File: src/rtl/sc_xcvr_pkg.sv
package sc_xcvr_pkg;

  typedef enum logic [1:0] {
    ST_IDLE,
    ST_TXBITS,
    ST_TXGUARD,
    ST_RXBITS
  } xcvrState_t;

  // strobes from control to datapath
  typedef struct packed {
    logic loadTx;
    logic shiftTx;
    logic driveLine;
    logic rxShift;
    logic rxCheckPar;
    logic rxPush;
  } xcvrStrobes_t;

  function automatic logic parityBit(input logic [7:0] d, input logic even);
    return even ? (^d) : ~(^d);
  endfunction

endpackage

File: src/rtl/sc_xcvr_ctrl.sv
module sc_xcvr_ctrl
  import sc_xcvr_pkg::*;
#(
  parameter int DIV_W   = 16,
  parameter int PRE_W   = 8,
  parameter int GUARD_W = 8
) (
  input  logic               clk,
  input  logic               rstN,
  input  logic [DIV_W-1:0]   divisor,
  input  logic [PRE_W-1:0]   prescale,
  input  logic [GUARD_W-1:0] guardEtu,
  input  logic               parityEn,
  input  logic               dirRx,
  input  logic               txValid,
  input  logic               rxFall,
  input  logic               rxBit,
  output logic               txReady,
  output xcvrStrobes_t       st
);

  localparam int ETU_W = DIV_W + PRE_W;
  localparam int IDX_W = 4;

  xcvrState_t          state;
  logic [ETU_W-1:0]    cnt;
  logic [ETU_W-1:0]    etuLen;
  logic [ETU_W-1:0]    etuEff;
  logic [ETU_W-1:0]    etuLast;
  logic [ETU_W-1:0]    midPt;
  logic [IDX_W-1:0]    bitIdx;
  logic [IDX_W-1:0]    lastIdx;
  logic [GUARD_W-1:0]  guardCnt;
  logic [GUARD_W-1:0]  guardLast;
  logic                etuEnd;
  logic                midHit;
  logic                glitch;

  always_comb begin
    etuLen    = ETU_W'(divisor) * ETU_W'(prescale);
    etuEff    = (etuLen < ETU_W'(2)) ? ETU_W'(2) : etuLen;
    etuLast   = etuEff - ETU_W'(1);
    midPt     = etuEff >> 1;
    lastIdx   = parityEn ? IDX_W'(9) : IDX_W'(8);
    guardLast = (guardEtu == '0) ? '0 : guardEtu - GUARD_W'(1);
    etuEnd    = (cnt == etuLast);
    midHit    = (state == ST_RXBITS) && (cnt == midPt);
    glitch    = midHit && (bitIdx == '0) && rxBit;
    txReady   = (state == ST_IDLE) && !dirRx;

    st            = '0;
    st.loadTx     = txReady && txValid;
    st.driveLine  = (state == ST_TXBITS);
    st.shiftTx    = (state == ST_TXBITS) && etuEnd;
    st.rxShift    = midHit && (bitIdx >= IDX_W'(1)) && (bitIdx <= IDX_W'(8));
    st.rxCheckPar = midHit && parityEn && (bitIdx == IDX_W'(9));
    st.rxPush     = midHit && (bitIdx == lastIdx);
  end

  always_ff @(posedge clk or negedge rstN) begin
    if (!rstN) begin
      state    <= ST_IDLE;
      cnt      <= '0;
      bitIdx   <= '0;
      guardCnt <= '0;
    end else begin
      case (state)
        ST_IDLE: begin
          cnt      <= '0;
          bitIdx   <= '0;
          guardCnt <= '0;
          if (st.loadTx)           state <= ST_TXBITS;
          else if (dirRx && rxFall) state <= ST_RXBITS;
        end
        ST_TXBITS: begin
          if (dirRx) begin
            state <= ST_IDLE;
          end else if (etuEnd) begin
            cnt <= '0;
            if (bitIdx == lastIdx) begin
              state  <= ST_TXGUARD;
              bitIdx <= '0;
            end else begin
              bitIdx <= bitIdx + IDX_W'(1);
            end
          end else begin
            cnt <= cnt + ETU_W'(1);
          end
        end
        ST_TXGUARD: begin
          if (dirRx) begin
            state <= ST_IDLE;
          end else if (etuEnd) begin
            cnt <= '0;
            if (guardCnt == guardLast) state <= ST_IDLE;
            else guardCnt <= guardCnt + GUARD_W'(1);
          end else begin
            cnt <= cnt + ETU_W'(1);
          end
        end
        ST_RXBITS: begin
          if (!dirRx || glitch || st.rxPush) begin
            state <= ST_IDLE;
          end else if (etuEnd) begin
            cnt    <= '0;
            bitIdx <= bitIdx + IDX_W'(1);
          end else begin
            cnt <= cnt + ETU_W'(1);
          end
        end
        default: state <= ST_IDLE;
      endcase
    end
  end

endmodule

File: src/rtl/sc_xcvr_dp.sv
module sc_xcvr_dp
  import sc_xcvr_pkg::*;
#(
  parameter int FIFO_DEPTH = 4
) (
  input  logic         clk,
  input  logic         rstN,
  input  xcvrStrobes_t st,
  input  logic [7:0]   txData,
  input  logic         parityEven,
  input  logic         fifoEn,
  input  logic         dirRx,
  input  logic         lineIn,
  input  logic         rxPop,
  input  logic         statusRd,
  output logic         lineOut,
  output logic         lineOe,
  output logic         rxFall,
  output logic         rxBit,
  output logic         rxValid,
  output logic [7:0]   rxData,
  output logic         parityErr,
  output logic         overrun
);

  localparam int PTR_W = (FIFO_DEPTH > 1) ? $clog2(FIFO_DEPTH) : 1;
  localparam int CNT_W = $clog2(FIFO_DEPTH + 1);

  // transmit shifter: {parity, data, start}
  logic [9:0] txSr;

  always_ff @(posedge clk or negedge rstN) begin
    if (!rstN)          txSr <= '1;
    else if (st.loadTx) txSr <= {parityBit(txData, parityEven), txData, 1'b0};
    else if (st.shiftTx) txSr <= {1'b1, txSr[9:1]};
  end

  assign lineOut = txSr[0];
  assign lineOe  = st.driveLine && !dirRx;

  // line synchroniser and edge detect
  logic [2:0] syncSr;
  always_ff @(posedge clk or negedge rstN) begin
    if (!rstN) syncSr <= '1;
    else       syncSr <= {syncSr[1:0], lineIn};
  end
  assign rxBit  = syncSr[1];
  assign rxFall = syncSr[2] && !syncSr[1];

  // receive shifter
  logic [7:0] rxSr;
  logic [7:0] pushData;
  always_ff @(posedge clk or negedge rstN) begin
    if (!rstN)           rxSr <= '0;
    else if (st.rxShift) rxSr <= {rxBit, rxSr[7:1]};
  end
  assign pushData = st.rxShift ? {rxBit, rxSr[7:1]} : rxSr;

  // receive storage
  logic [7:0]       mem [FIFO_DEPTH];
  logic [PTR_W-1:0] wrPtr;
  logic [PTR_W-1:0] rdPtr;
  logic [CNT_W-1:0] fill;
  logic [CNT_W-1:0] cap;
  logic             full;
  logic             wrEn;
  logic             doPop;

  function automatic logic [PTR_W-1:0] ptrNext(input logic [PTR_W-1:0] p);
    return (p == PTR_W'(FIFO_DEPTH - 1)) ? '0 : p + PTR_W'(1);
  endfunction

  assign cap   = fifoEn ? CNT_W'(FIFO_DEPTH) : CNT_W'(1);
  assign full  = (fill >= cap);
  assign wrEn  = st.rxPush && !full;
  assign doPop = rxPop && (fill != '0);

  for (genvar i = 0; i < FIFO_DEPTH; i++) begin : g_slot
    always_ff @(posedge clk) begin
      if (wrEn && (wrPtr == PTR_W'(i))) mem[i] <= pushData;
    end
  end

  always_ff @(posedge clk or negedge rstN) begin
    if (!rstN) begin
      wrPtr <= '0;
      rdPtr <= '0;
      fill  <= '0;
    end else begin
      if (wrEn)  wrPtr <= ptrNext(wrPtr);
      if (doPop) rdPtr <= ptrNext(rdPtr);
      fill <= fill + CNT_W'(wrEn) - CNT_W'(doPop);
    end
  end

  assign rxValid = (fill != '0);
  assign rxData  = mem[rdPtr];

  // sticky status, a new event wins over a clear
  logic parSet;
  logic ovrSet;
  assign parSet = st.rxCheckPar && (rxBit != parityBit(rxSr, parityEven));
  assign ovrSet = st.rxPush && full;

  always_ff @(posedge clk or negedge rstN) begin
    if (!rstN) begin
      parityErr <= 1'b0;
      overrun   <= 1'b0;
    end else begin
      parityErr <= (parityErr && !statusRd) || parSet;
      overrun   <= (overrun && !statusRd) || ovrSet;
    end
  end

endmodule

File: src/rtl/sc_char_xcvr.sv
module sc_char_xcvr
  import sc_xcvr_pkg::*;
#(
  parameter int         FIFO_DEPTH = 4,
  parameter logic [7:0] ID_CODE    = 8'h70
) (
  input  logic       clk,
  input  logic       rstN,
  input  logic [7:0] divHi,
  input  logic [7:0] divLo,
  input  logic [7:0] prescale,
  input  logic [7:0] guardEtu,
  input  logic       parityEn,
  input  logic       parityEven,
  input  logic       fifoEn,
  input  logic       dirRx,
  input  logic       txValid,
  input  logic [7:0] txData,
  output logic       txReady,
  input  logic       lineIn,
  output logic       lineOut,
  output logic       lineOe,
  output logic       rxValid,
  output logic [7:0] rxData,
  input  logic       rxPop,
  input  logic       statusRd,
  output logic       parityErr,
  output logic       overrun,
  output logic [7:0] idCode
);

  xcvrStrobes_t st;
  logic         rxFall;
  logic         rxBit;

  sc_xcvr_ctrl #(.DIV_W(16), .PRE_W(8), .GUARD_W(8)) u_ctrl (
    .clk      (clk),
    .rstN     (rstN),
    .divisor  ({divHi, divLo}),
    .prescale (prescale),
    .guardEtu (guardEtu),
    .parityEn (parityEn),
    .dirRx    (dirRx),
    .txValid  (txValid),
    .rxFall   (rxFall),
    .rxBit    (rxBit),
    .txReady  (txReady),
    .st       (st)
  );

  sc_xcvr_dp #(.FIFO_DEPTH(FIFO_DEPTH)) u_dp (
    .clk        (clk),
    .rstN       (rstN),
    .st         (st),
    .txData     (txData),
    .parityEven (parityEven),
    .fifoEn     (fifoEn),
    .dirRx      (dirRx),
    .lineIn     (lineIn),
    .rxPop      (rxPop),
    .statusRd   (statusRd),
    .lineOut    (lineOut),
    .lineOe     (lineOe),
    .rxFall     (rxFall),
    .rxBit      (rxBit),
    .rxValid    (rxValid),
    .rxData     (rxData),
    .parityErr  (parityErr),
    .overrun    (overrun)
  );

  assign idCode = ID_CODE;

endmodule

File: config.mk
export PLATFORM = sky130hd
export DESIGN_NAME = sc_char_xcvr
export DESIGN_NICKNAME = d
export VERILOG_FILES = /design/src/rtl/sc_xcvr_pkg.sv /design/src/rtl/sc_xcvr_ctrl.sv /design/src/rtl/sc_xcvr_dp.sv /design/src/rtl/sc_char_xcvr.sv
export SDC_FILE = /design/constraint.sdc
export NUM_CORES = 1
export LEC_CHECK = 0
export ABC_AREA = 0
export BUFFER_PORTS_ARGS = -buffer_cell sky130_fd_sc_hd__clkbuf_2
export CAP_MARGIN = 20
export CORE_MARGIN = 2
export CORE_UTILIZATION = 65
export DETAILED_ROUTE_END_ITERATION = 10
export PLACE_DENSITY = 0.85
export SETUP_SLACK_MARGIN = 0.15
export SKIP_CTS_REPAIR_TIMING = 1
export SLEW_MARGIN = 20
export SYNTH_ARGS = -nofsm -noshare
export SYNTH_HDL_FRONTEND = slang
export SYNTH_SLANG_ARGS = --single-unit
export TNS_END_PERCENT = 1
File: constraint.sdc
create_clock -name clk -period 6 [get_ports clk]
set_clock_uncertainty 0.05 [all_clocks]
set_input_delay 0.3 -clock clk [delete_from_list [all_inputs] [get_ports clk]]
set_output_delay 0.3 -clock clk [all_outputs]
set_load 0.01 [all_outputs]
After elaboration in Yosys (flattened, before gate mapping). Memory sizes are Yosys's and may differ from the RTL's. Cells that the tools add are included.

Register bits: 68. Memory bits (writable): 32. Input bits: 50. Output and inout bits: 22. Logic and storage cells: 158. Memories kept: 1.

Add/sub/neg operators: 9. Multiply operators: 1. $lt $le $gt $ge: 4. Equal/unequal tests: 27. Muxes and demuxes: 52. Bitwise operators: 2. Reductions and logical operators: 50.

Memories: u_dp.mem (words 4, bits a word 8, read ports 1, clocked after Yosys merged registers in 0, write ports 1, line sc_xcvr_dp.sv:60) `logic [7:0] mem [FIFO_DEPTH];`.

Operator list (number): two-way mux 24 bit (4); case mux 24 bit (3 select lines) (1); two-way mux 8 bit (8); two-way mux 2 bit (14); adder 24 x 1 -> 24 bit, second input constant (1); equality test 24 x 23 -> 1 bit (1); equality test 24 bit (1); logical AND 1 bit (24); < comparator 24 x 2 -> 1 bit, second input constant (1); multiplier 16 x 8 -> 24 bit (1); OR reduction 8 bit (3); subtractor 24 x 1 -> 24 bit, second input constant (1); two-way mux 10 bit (2); two-way mux 4 bit (5); case mux 8 bit (2 select lines) (1); parity 8 bit (2); two-way mux 1 bit (14); != test 2 bit, second input constant (7); case mux 4 bit (3 select lines) (1); equality test 2 bit, second input constant (5); != test 3 bit, second input constant (3); adder 8 x 1 -> 8 bit, second input constant (1); equality test 8 bit (1); logical NOT 8 bit (1); other kinds (28) (42).

Longest topological paths before layout. Gate-level depths: netlist (run 1).

Word-level depth: 14. Gate-level depth with buffers: 35. Depth with buffers taken out: 31.

Hierarchy. A second synthesis (run 1) with hierarchy kept.

Cell total of the unflattened synthesis: 1254. Area total of the unflattened synthesis: 11512.3 µm².

Modules (own cells, without submodules): sc_xcvr_ctrl (times used 1, cells each 1075, area an instance 8742.1 µm², seq. area each 950.9 µm²); sc_xcvr_dp (times used 1, cells each 169, area an instance 2702.6 µm², seq. area each 1727.9 µm²); sc_char_xcvr (times used 1, cells each 10, area an instance 67.6 µm², seq. area each 0.0 µm²).

Least setup slack after synthesis (run 1). No wires, ideal clock.

Path type: input -> register. From: input divLo[0]. To: register u_ctrl.state[0]. Library setup time: 128 ps. Arrival: 8370 ps. Required time: 5822 ps. Slack: -2548 ps. Stages: 29. Path through: clkbuf_1 -> nand2_1 -> fa_1 -> fa_1 -> inv_1 -> fa_1 -> inv_1 -> fa_1 -> inv_1 -> ha_1 -> a21oi_1 -> o21a_4 -> a21oi_1 -> xnor2_1 -> nand2_1 -> nor4_2 -> nand4_1 -> nand3_1 -> ha_1 -> nand4b_1 -> or4_4 -> nor4b_4 -> and4_4 -> nand3_1 -> or4_4 -> a2111o_1 -> nor4b_2 -> o211ai_1 -> mux2_1.

Longest elaborated chain between the ends: 11.

Ends and longest elaborated chain: from (decl) (line sc_char_xcvr.sv:10) `input logic [7:0] divLo,`; multiplier 16 x 8 -> 24 bit * (line sc_xcvr_ctrl.sv:40) `etuLen = ETU_W'(divisor) * ETU_W'(prescale);`; < comparator 24 x 2 -> 1 bit (line sc_xcvr_ctrl.sv:41) `etuEff = (etuLen < ETU_W'(2)) ? ETU_W'(2) : etuLen;`; two-way mux 24 bit * (line sc_xcvr_ctrl.sv:41); branches (longest 7 deep; another with subtractor 24 x 1 -> 24 bit); AND reduction 6 bit (no line) *; to (signal assigned) (line sc_xcvr_ctrl.sv:95) `if (guardCnt == guardLast) state <= ST_IDLE;`; to (signal assigned) (line sc_xcvr_ctrl.sv:103) `state <= ST_IDLE;`; to (signal assigned) (line sc_xcvr_ctrl.sv:111) `default: state <= ST_IDLE;`; to (decl) (line sc_xcvr_ctrl.sv:25) `xcvrState_t state;`.

Mark *: on every way between the ends. A chain may end at the register's enable or synchronous reset.

Worst setup path after layout (run 1).
From: input divHi[3]. To: register u_dp.txSr[6].

Longest elaborated chain between the ends: 7.

Ends and longest elaborated chain: from (decl) (line sc_char_xcvr.sv:9) `input logic [7:0] divHi,`; multiplier 16 x 8 -> 24 bit * (line sc_xcvr_ctrl.sv:40); < comparator 24 x 2 -> 1 bit (line sc_xcvr_ctrl.sv:41); two-way mux 24 bit * (line sc_xcvr_ctrl.sv:41); subtractor 24 x 1 -> 24 bit * (line sc_xcvr_ctrl.sv:42) `etuLast = etuEff - ETU_W'(1);`; equality test 24 bit * (line sc_xcvr_ctrl.sv:46) `etuEnd = (cnt == etuLast);`; logical AND 1 bit * (line sc_xcvr_ctrl.sv:54) `st.shiftTx = (state == ST_TXBITS) && etuEnd;`; nonzero test 2 bit (no line) *; to (signal assigned) (line sc_xcvr_dp.sv:34) `else if (st.loadTx) txSr <= {parityBit(txData, parityEven), txData, 1'b0};`; to (signal assigned) (line sc_xcvr_dp.sv:35) `else if (st.shiftTx) txSr <= {1'b1, txSr[9:1]};`; to (decl) (line sc_xcvr_dp.sv:30) `logic [9:0] txSr;`.

Mark *: on every way between the ends. The rest lies on a longest branch, timed or not.

==> results of run 1 <==
==> how the worst max path moves through the flow <==
stage                     cells past startpoint          endpoint   startpoint
after floorplan                              30   u_ctrl.state[0]  prescale[7]
after global routing                         32      u_dp.txSr[1]  prescale[7]
after global placement                       32  u_ctrl.bitIdx[1]  prescale[7]
after detailed placement                     33      u_dp.txSr[9]  prescale[7]
final                                        34      u_dp.txSr[6]     divHi[3]
after CTS                                    33      u_dp.txSr[9]  prescale[7]
==> kinds of logic (layout without fill, tap and decap cells) <==
logic type / Yosys count / count (layout) / share of synthesized area
compound gates: 233 / 233 / 0.1391
xor+xnor: 89 / 89 / 0.07388
fa+ha+maj: 151 / 151 / 0.2208
buf+inv: 198 / 422 / 0.06896
flops: 100 / 100 / 0.2340
mux: 34 / 34 / 0.03978
other cells: 2 / 8 / 0.0006560
simple gates: 460 / 460 / 0.2228
==> cell type report <==
type	instances	area, um2
clock inverter	7	75.07
inverter	137	514.2
clock buffer	9	225.2
multi-input combinational	975	8354
tap	225	281.5
fill	962	3151
timing repair buffer	269	1957
sequential	100	2679
==> routing by layer <==
layer	vias to the layer above	routed length, um	GRT usage	share of wire
met4	0	1925	0.1175	0.054
met3	190	2633	0.04815	0.074
li1	4817	-	-	-
met5	-	0	0	0
met1	5300	13410	0.4230	0.38
met2	688	17420	0.5906	0.49
==> worst max-delay path: cells and delay by family <==
family / cells / cell delay [ns]
buffers and inverters: 10 / 1.38
adder cells (fa/ha/maj): 6 / 2.72
AO/OA/AOI/OAI: 9 / 2.33
AND/OR/NAND/NOR: 8 / 1.54
multiplexers: 1 / 0.19
==> metrics by stage <==
stage	area (um2)	worst slack, ns
after global placement	13410	-2.278
after floorplan	11600	-2.276
after detailed placement	13410	-2.586
final	14090	-2.242
after global routing	14090	-2.446
after CTS	13710	-2.264
==> synthesized netlist by cell type, drive strengths merged, types with 9 or more instances <==
library cell,count
a31oi,9
and3,26
a22o,17
inv,137
xor2,24
a21oi,51
and2,117
nor3,24
dfrtp,55
o21ai,63
mux2i,14
nand2,96
edfxtp,32
nor2b,19
dfstp,13
nand4,21
nor2,62
ha,66
buf,20
clkbuf,41
a211oi,11
xnor2,62
mux2,12
nand3,39
fa,85
==> state kept, by name (all words and copies together) (netlist names), 3 cells and up <==
name	count
u_ctrl.cnt	24
u_dp.txSr	10
u_dp.fill	3
u_dp.syncSr	3
u_dp.rxSr	8
u_ctrl.guardCnt	8
u_ctrl.bitIdx	4
u_dp.mem	32
==> power by group <==
part / switching (mW) / internal (mW)
logic: 3.56 / 2.98
registers: 0.120 / 0.794
clock network: 0.302 / 0.297
==> flow_metrics.py, run 1 <==
metrics = {
    "status": {
        "status": "finished, violations left",
        "violations": "setup timing",
    },
    "place": {
        "dpl.cell_count": 1693,
        "dp.final_hpwl_mm": 24.25,
        "finalWeightedCongestion": 1.006,
        "buffer_ports.inserted": 63,
    },
    "floorplanning": {
        "std_cell_rows": 48,
        "floorplan.die.width_um": 136.7,
        "die-height_um": 136.7,
        "design.die.area_mm2": 0.01869,
        "core_area_mm2": 0.01724,
        "top_level_pins": 72,
        "starting_utilization_of_the_core_area": 0.6642,
    },
    "clock_tree": {
        "tritoncts": "built",
        "clock_tree.root_cell": "clkbuf_16",
        "max-clock-path-buffers": 2,
        "tritoncts.num_buffers": 9,
        "clk-insertion-delay-late_ns": 0.36,
        "clk_transition_reported_paths_ns": 0.08,
        "cts_htree_levels": 3,
        "cts.sinks": 100,
    },
    "synth": {
        "synth.ff_latch_count": 100,
        "synthesis.instances": 1267,
        "yosys_warnings": 0,
        "syn_std_cell_area_mm2": 0.01145,
        "synth.distinct_cells": 92,
        "synth_sequential_area_ratio": 0.2340,
        "netlist_top_cells_area": "fa_1 15%, dfrtp_1 12%, edfxtp_1 8.4%, ha_1 7.2%, and2_1 6.4%",
        "synth_top_area_frac": 0.1486,
        "synth.avg_cell_area_um2": 9.036,
        "synth_enable_flop_cells": 32,
        "synth_async_sr_flop_share": 0.6800,
        "ys.flop_type": "dfrtp_1",
        "synthDominantAreaCellType": "fa_1",
    },
    "critical_path": {
        "crit-reg2reg-capture": "u_dp.fill[2]",
        "worstSetupStartpointType": "primary input",
        "critPathMaxStageDelay_ns": 0.56,
        "regToRegStartpoint": "u_ctrl.state[1]",
        "worstRegToRegCells": 15,
        "critical_path.endpoint_type": "flop",
        "rrSetupSlack_ns": 1.94,
        "top_fanout_value_on_the_critical_path": 6,
        "arrival_ns": 8.46,
        "setup.worst_path.class": "primary input to flop",
        "critical_path_required_ns": 6.22,
        "crit_slowest_cell": "fa_1",
    },
    "sta": {
        "grt_setup_unrepaired": "yes",
        "layout_min_cycle_time_ns": 8.242,
        "period_share": 1.374,
        "final.setup.worst_slack_ns": -2.242,
        "timing.max_slew.rel_slack": 0.3938,
        "max_slew.worst_pin.slew_ns": 0.9093,
        "max_clk_rate_mhz": 121.3,
        "slew_viol_final": 0,
        "setup_tns_ns": -162.98,
        "whs_ns": 0.08210,
        "report.final.hold_viol_count": 0,
        "finalSetupViolCount": 127,
    },
    "cells_and_area": {
        "highest_count_cells_in_the_layout_ignoring_fill_and_taps": "198 x buf_4, 137 x inv_1, 116 x and2_1",
        "ratio_of_cells_with_drive_above_1_in_the_final_layout": 0.2572,
        "nets": 1693,
        "antenna_cells_inserted": 0,
        "final_common_cell": "buf_4",
        "post-route-util": 0.8172,
        "layoutNonFillerInstCount": 1722,
        "synthToLayoutAreaGrowth_pct": 23.04,
    },
    "routing": {
        "num_vias": 11000,
        "postRouteAntennaNets": 0,
        "wl_per_cell_um": 20.55,
        "route.final.wire_length_mm": 35.39,
        "first_pass_detailed_route_iteration_total": 6,
        "drt-initial-drc-count": 1089,
        "via_per_inst": 6.385,
        "route.detailed.drc": 0,
    },
    "grt": {
        "grt_pass1_vias": 10410,
        "grt_antenna_before_repair": 0,
        "largest_net_degree_at_the_start_of_global_routing": 69,
        "global_route_wire_length_before_repair_mm": 50.09,
        "grt_use_total": 0.3360,
        "global_route.overflow_total": 0,
    },
    "pwr": {
        "leakagePower_nw": 6.366,
        "worst_ir_drop_vdd_uv": 442.1,
        "totalPowerFinal_mw": 8.053,
        "power_density_mw_per_mm2": 571.7,
    },
    "worst_hold_path": {
        "worst_hold_path_type": "primary input to asynchronous set/reset pin",
    },
    "job": {
        "drv_cap": 0,
    },
}
No activity file was read; power rests on OpenSTA's default activity.
==> inputs of run 2 (changes only) <==
--- a/config.mk
+++ b/config.mk
@@ -17,5 +17,6 @@
 export SLEW_MARGIN = 20
 export SYNTH_ARGS = -nofsm -noshare
 export SYNTH_HDL_FRONTEND = slang
+export SYNTH_HIERARCHICAL = 1
 export SYNTH_SLANG_ARGS = --single-unit
 export TNS_END_PERCENT = 1
==> flow_metrics.py, run 2 <==
metrics = {
    "status": {
        "status": "finished, violations left",
        "violations": "setup timing",
    },
    "grt": {
        "grt_antenna_before_repair": 0,
        "global_route_wire_length_before_repair_mm": 51.06,
        "largest_net_degree_at_the_start_of_global_routing": 69,
        "global_route.overflow_total": 0,
        "grt_pass1_vias": 10440,
        "grt_use_met1": 0.4400,
        "met3_resource_use_gr": 0.05074,
        "busiest_layer": "met2",
        "grt.met2_usage": 0.5879,
        "grt_use_total": 0.3459,
    },
    "routing": {
        "first_pass_detailed_route_iteration_total": 5,
        "wl_per_cell_um": 19.21,
        "postRouteAntennaNets": 0,
        "num_vias": 10500,
        "route.final.wire_length_mm": 32.62,
        "drt-initial-drc-count": 835,
        "route.detailed.drc": 0,
        "via_per_inst": 6.185,
    },
    "clock_tree": {
        "clk-insertion-delay-late_ns": 0.36,
        "tritoncts.num_buffers": 9,
        "tritoncts": "built",
        "cts.sinks": 100,
        "cts_htree_levels": 3,
        "clock_tree.root_cell": "clkbuf_16",
        "clk_transition_reported_paths_ns": 0.08,
        "max-clock-path-buffers": 2,
    },
    "job": {
        "drv_cap": 0,
    },
    "synth": {
        "library_cell_with_the_highest_instance_count_after_synthesis": "inv_1",
        "synth.avg_cell_area_um2": 9.180,
        "synth_enable_flop_cells": 32,
        "yosys_warnings": 6,
        "synth_sequential_area_ratio": 0.2327,
        "netlist_top_cells_count": "138 x inv_1, 112 x and2_1, 86 x nand2_1, 85 x fa_1, 66 x ha_1",
        "ys.flop_type": "dfrtp_1",
        "synth_async_sr_flop_share": 0.6800,
        "synth.ff_latch_count": 100,
        "synth.distinct_cells": 98,
        "syn_std_cell_area_mm2": 0.01151,
        "netlist_top_cells_area": "fa_1 15%, dfrtp_1 12%, edfxtp_1 8.3%, ha_1 7.2%, and2_1 6.1%",
        "synthesis.instances": 1254,
        "synth_top_area_frac": 0.1478,
        "synthDominantAreaCellType": "fa_1",
    },
    "pwr": {
        "worst_ir_drop_vdd_uv": 621.8,
        "power_density_mw_per_mm2": 574.4,
        "totalPowerFinal_mw": 8.108,
        "leakagePower_nw": 6.350,
    },
    "cells_and_area": {
        "highest_count_cells_in_the_layout_ignoring_fill_and_taps": "191 x buf_4, 137 x inv_1, 99 x and2_1",
        "nets": 1669,
        "largest_register": "u_dp/mem",
        "synthToLayoutAreaGrowth_pct": 22.63,
        "antenna_cells_inserted": 0,
        "ratio_of_cells_with_drive_above_1_in_the_final_layout": 0.2831,
        "final_common_cell": "buf_4",
        "largest_reg_flops": 32,
        "reg.largest.list": "u_dp/mem x32, u_ctrl/cnt x24, u_dp/txSr x10",
    },
    "critical_path": {
        "critical_path.top_delay_family": "adder cells",
        "critical_path_required_ns": 6.23,
        "worstSetupPathDepth": 32,
        "setup.worst_path.class": "primary input to flop",
        "arrival_ns": 7.77,
        "critPathMaxStageDelay_ns": 0.60,
        "path_buf_inv": 8,
        "worstRegToRegCells": 20,
        "worstSetupStartpointType": "primary input",
        "critical_path.endpoint_type": "flop",
        "top_fanout_value_on_the_critical_path": 14,
        "crit_slowest_cell": "fa_1",
    },
    "floorplanning": {
        "core_area_mm2": 0.01730,
        "top_level_pins": 72,
        "die-height_um": 137.1,
        "design.die.area_mm2": 0.01879,
        "starting_utilization_of_the_core_area": 0.6656,
        "floorplan.die.width_um": 137.1,
        "std_cell_rows": 48,
    },
    "place": {
        "buffer_ports.inserted": 63,
        "dp.final_hpwl_mm": 24.31,
        "finalWeightedCongestion": 0.9799,
    },
    "sta": {
        "period_share": 1.257,
        "grt_setup_unrepaired": "yes",
        "slew_viol_final": 0,
        "finalSetupViolCount": 127,
        "setup_tns_ns": -120.16,
        "final.setup.worst_slack_ns": -1.540,
        "timing.max_slew.rel_slack": 0.3997,
        "max_clk_rate_mhz": 132.6,
        "report.final.hold_viol_count": 0,
        "layout_min_cycle_time_ns": 7.540,
        "max_slew.worst_pin.slew_ns": 0.9005,
    },
    "worst_hold_path": {
        "worst_hold_path_type": "primary input to asynchronous set/reset pin",
    },
}
## run 2: cell count changes in the layout (fill, tap and decap cells not counted), sizes merged, moves of 12 or more
cell	delta
nand2b	+16
a211oi	+12
nor2	-17
a22o	-13
nor4	+12
a21oi	-16
## run 2: layer usage
layer,vias to the layer above,part of all wire
li1,4747,-
met1,5064,0.40
met2,532,0.49
met3,159,0.061
met4,0,0.052
met5,-,0
## run 2: cells by family (layout without fill, tap and decap cells)
family,Yosys count,after routing,synth area share
AND/OR/NAND/NOR,446,446,0.2191
AO/OA/AOI/OAI,226,226,0.1385
XOR/XNOR,89,89,0.07260
multiplexers,41,41,0.04673
adder cells (fa/ha/maj),151,151,0.2195
other,2,8,0.0006523
buffers and inverters,199,412,0.07021
flip-flops,100,100,0.2327
## run 2: report_power, final
group	total [mW]	internal (mW)	switching [mW]
combinational	6.65	3.10	3.55
clock	0.584	0.293	0.292
sequential	0.874	0.783	0.0913
total	8.11	4.18	3.93
## run 2: worst register-to-register path, stage by stage, from the launching register on
cell       delay, ns
dfrtp_1         0.53
xor2_1          0.23
nor4_2          0.25
o311ai_0        0.19
a2111oi_1       0.38
o2111ai_1       0.23
nor3_2          0.25
nand3_1         0.15
or4_1           0.55
nor4_2          0.25
buf_4           0.17
and2_1          0.18
and2_4          0.17
inv_1           0.05
ha_1            0.28
inv_1           0.05
ha_1            0.13
inv_1           0.05
fa_1            0.42
xnor2_1         0.21
xnor2_1         0.15
## run 2: worst paths after layout
check | slack [ns] | from | to
min reg2reg | 0.31 | u_dp/syncSr[0] | u_dp/syncSr[1]
min in group clk | 0.12 | txData[2] | u_dp/txSr[3]
max reg2reg | 1.00 | u_ctrl/cnt[2] | u_dp/fill[2]
max in group asynchronous | 5.21 | rstN | u_ctrl/cnt[17]
max | -1.54 | prescale[2] | u_ctrl/guardCnt[6]
min | 0.09 | rstN | u_dp/rxSr[2]
## run 2: layout make-up
cell class / instances / area, um2
Clock buffer: 9 / 225.2
Timing Repair Buffer: 258 / 1836
Tap cell: 225 / 281.5
Fill cell: 943 / 3179
Multi-Input combinational cell: 961 / 8508
Clock inverter: 7 / 70.07
Sequential cell: 100 / 2679
Inverter: 138 / 518.0
## run 2: through the flow
stage / instance area (um2) / utilization / hold slack [ns] / cells / setup slack, ns
after global routing: 14120 / 0.8162 / 0.1332 / 1698 / -1.968
after detailed placement: 13590 / 0.7855 / 0.3158 / 1675 / -1.878
final: 14120 / 0.8162 / 0.09327 / 1698 / -1.540
after CTS: 13880 / 0.8026 / -0.04021 / 1691 / -1.568
after global placement: 13590 / 0.7855 / 0.2990 / 1675 / -1.745
after floorplan: 11930 / - / -0.04559 / 1260 / -1.584
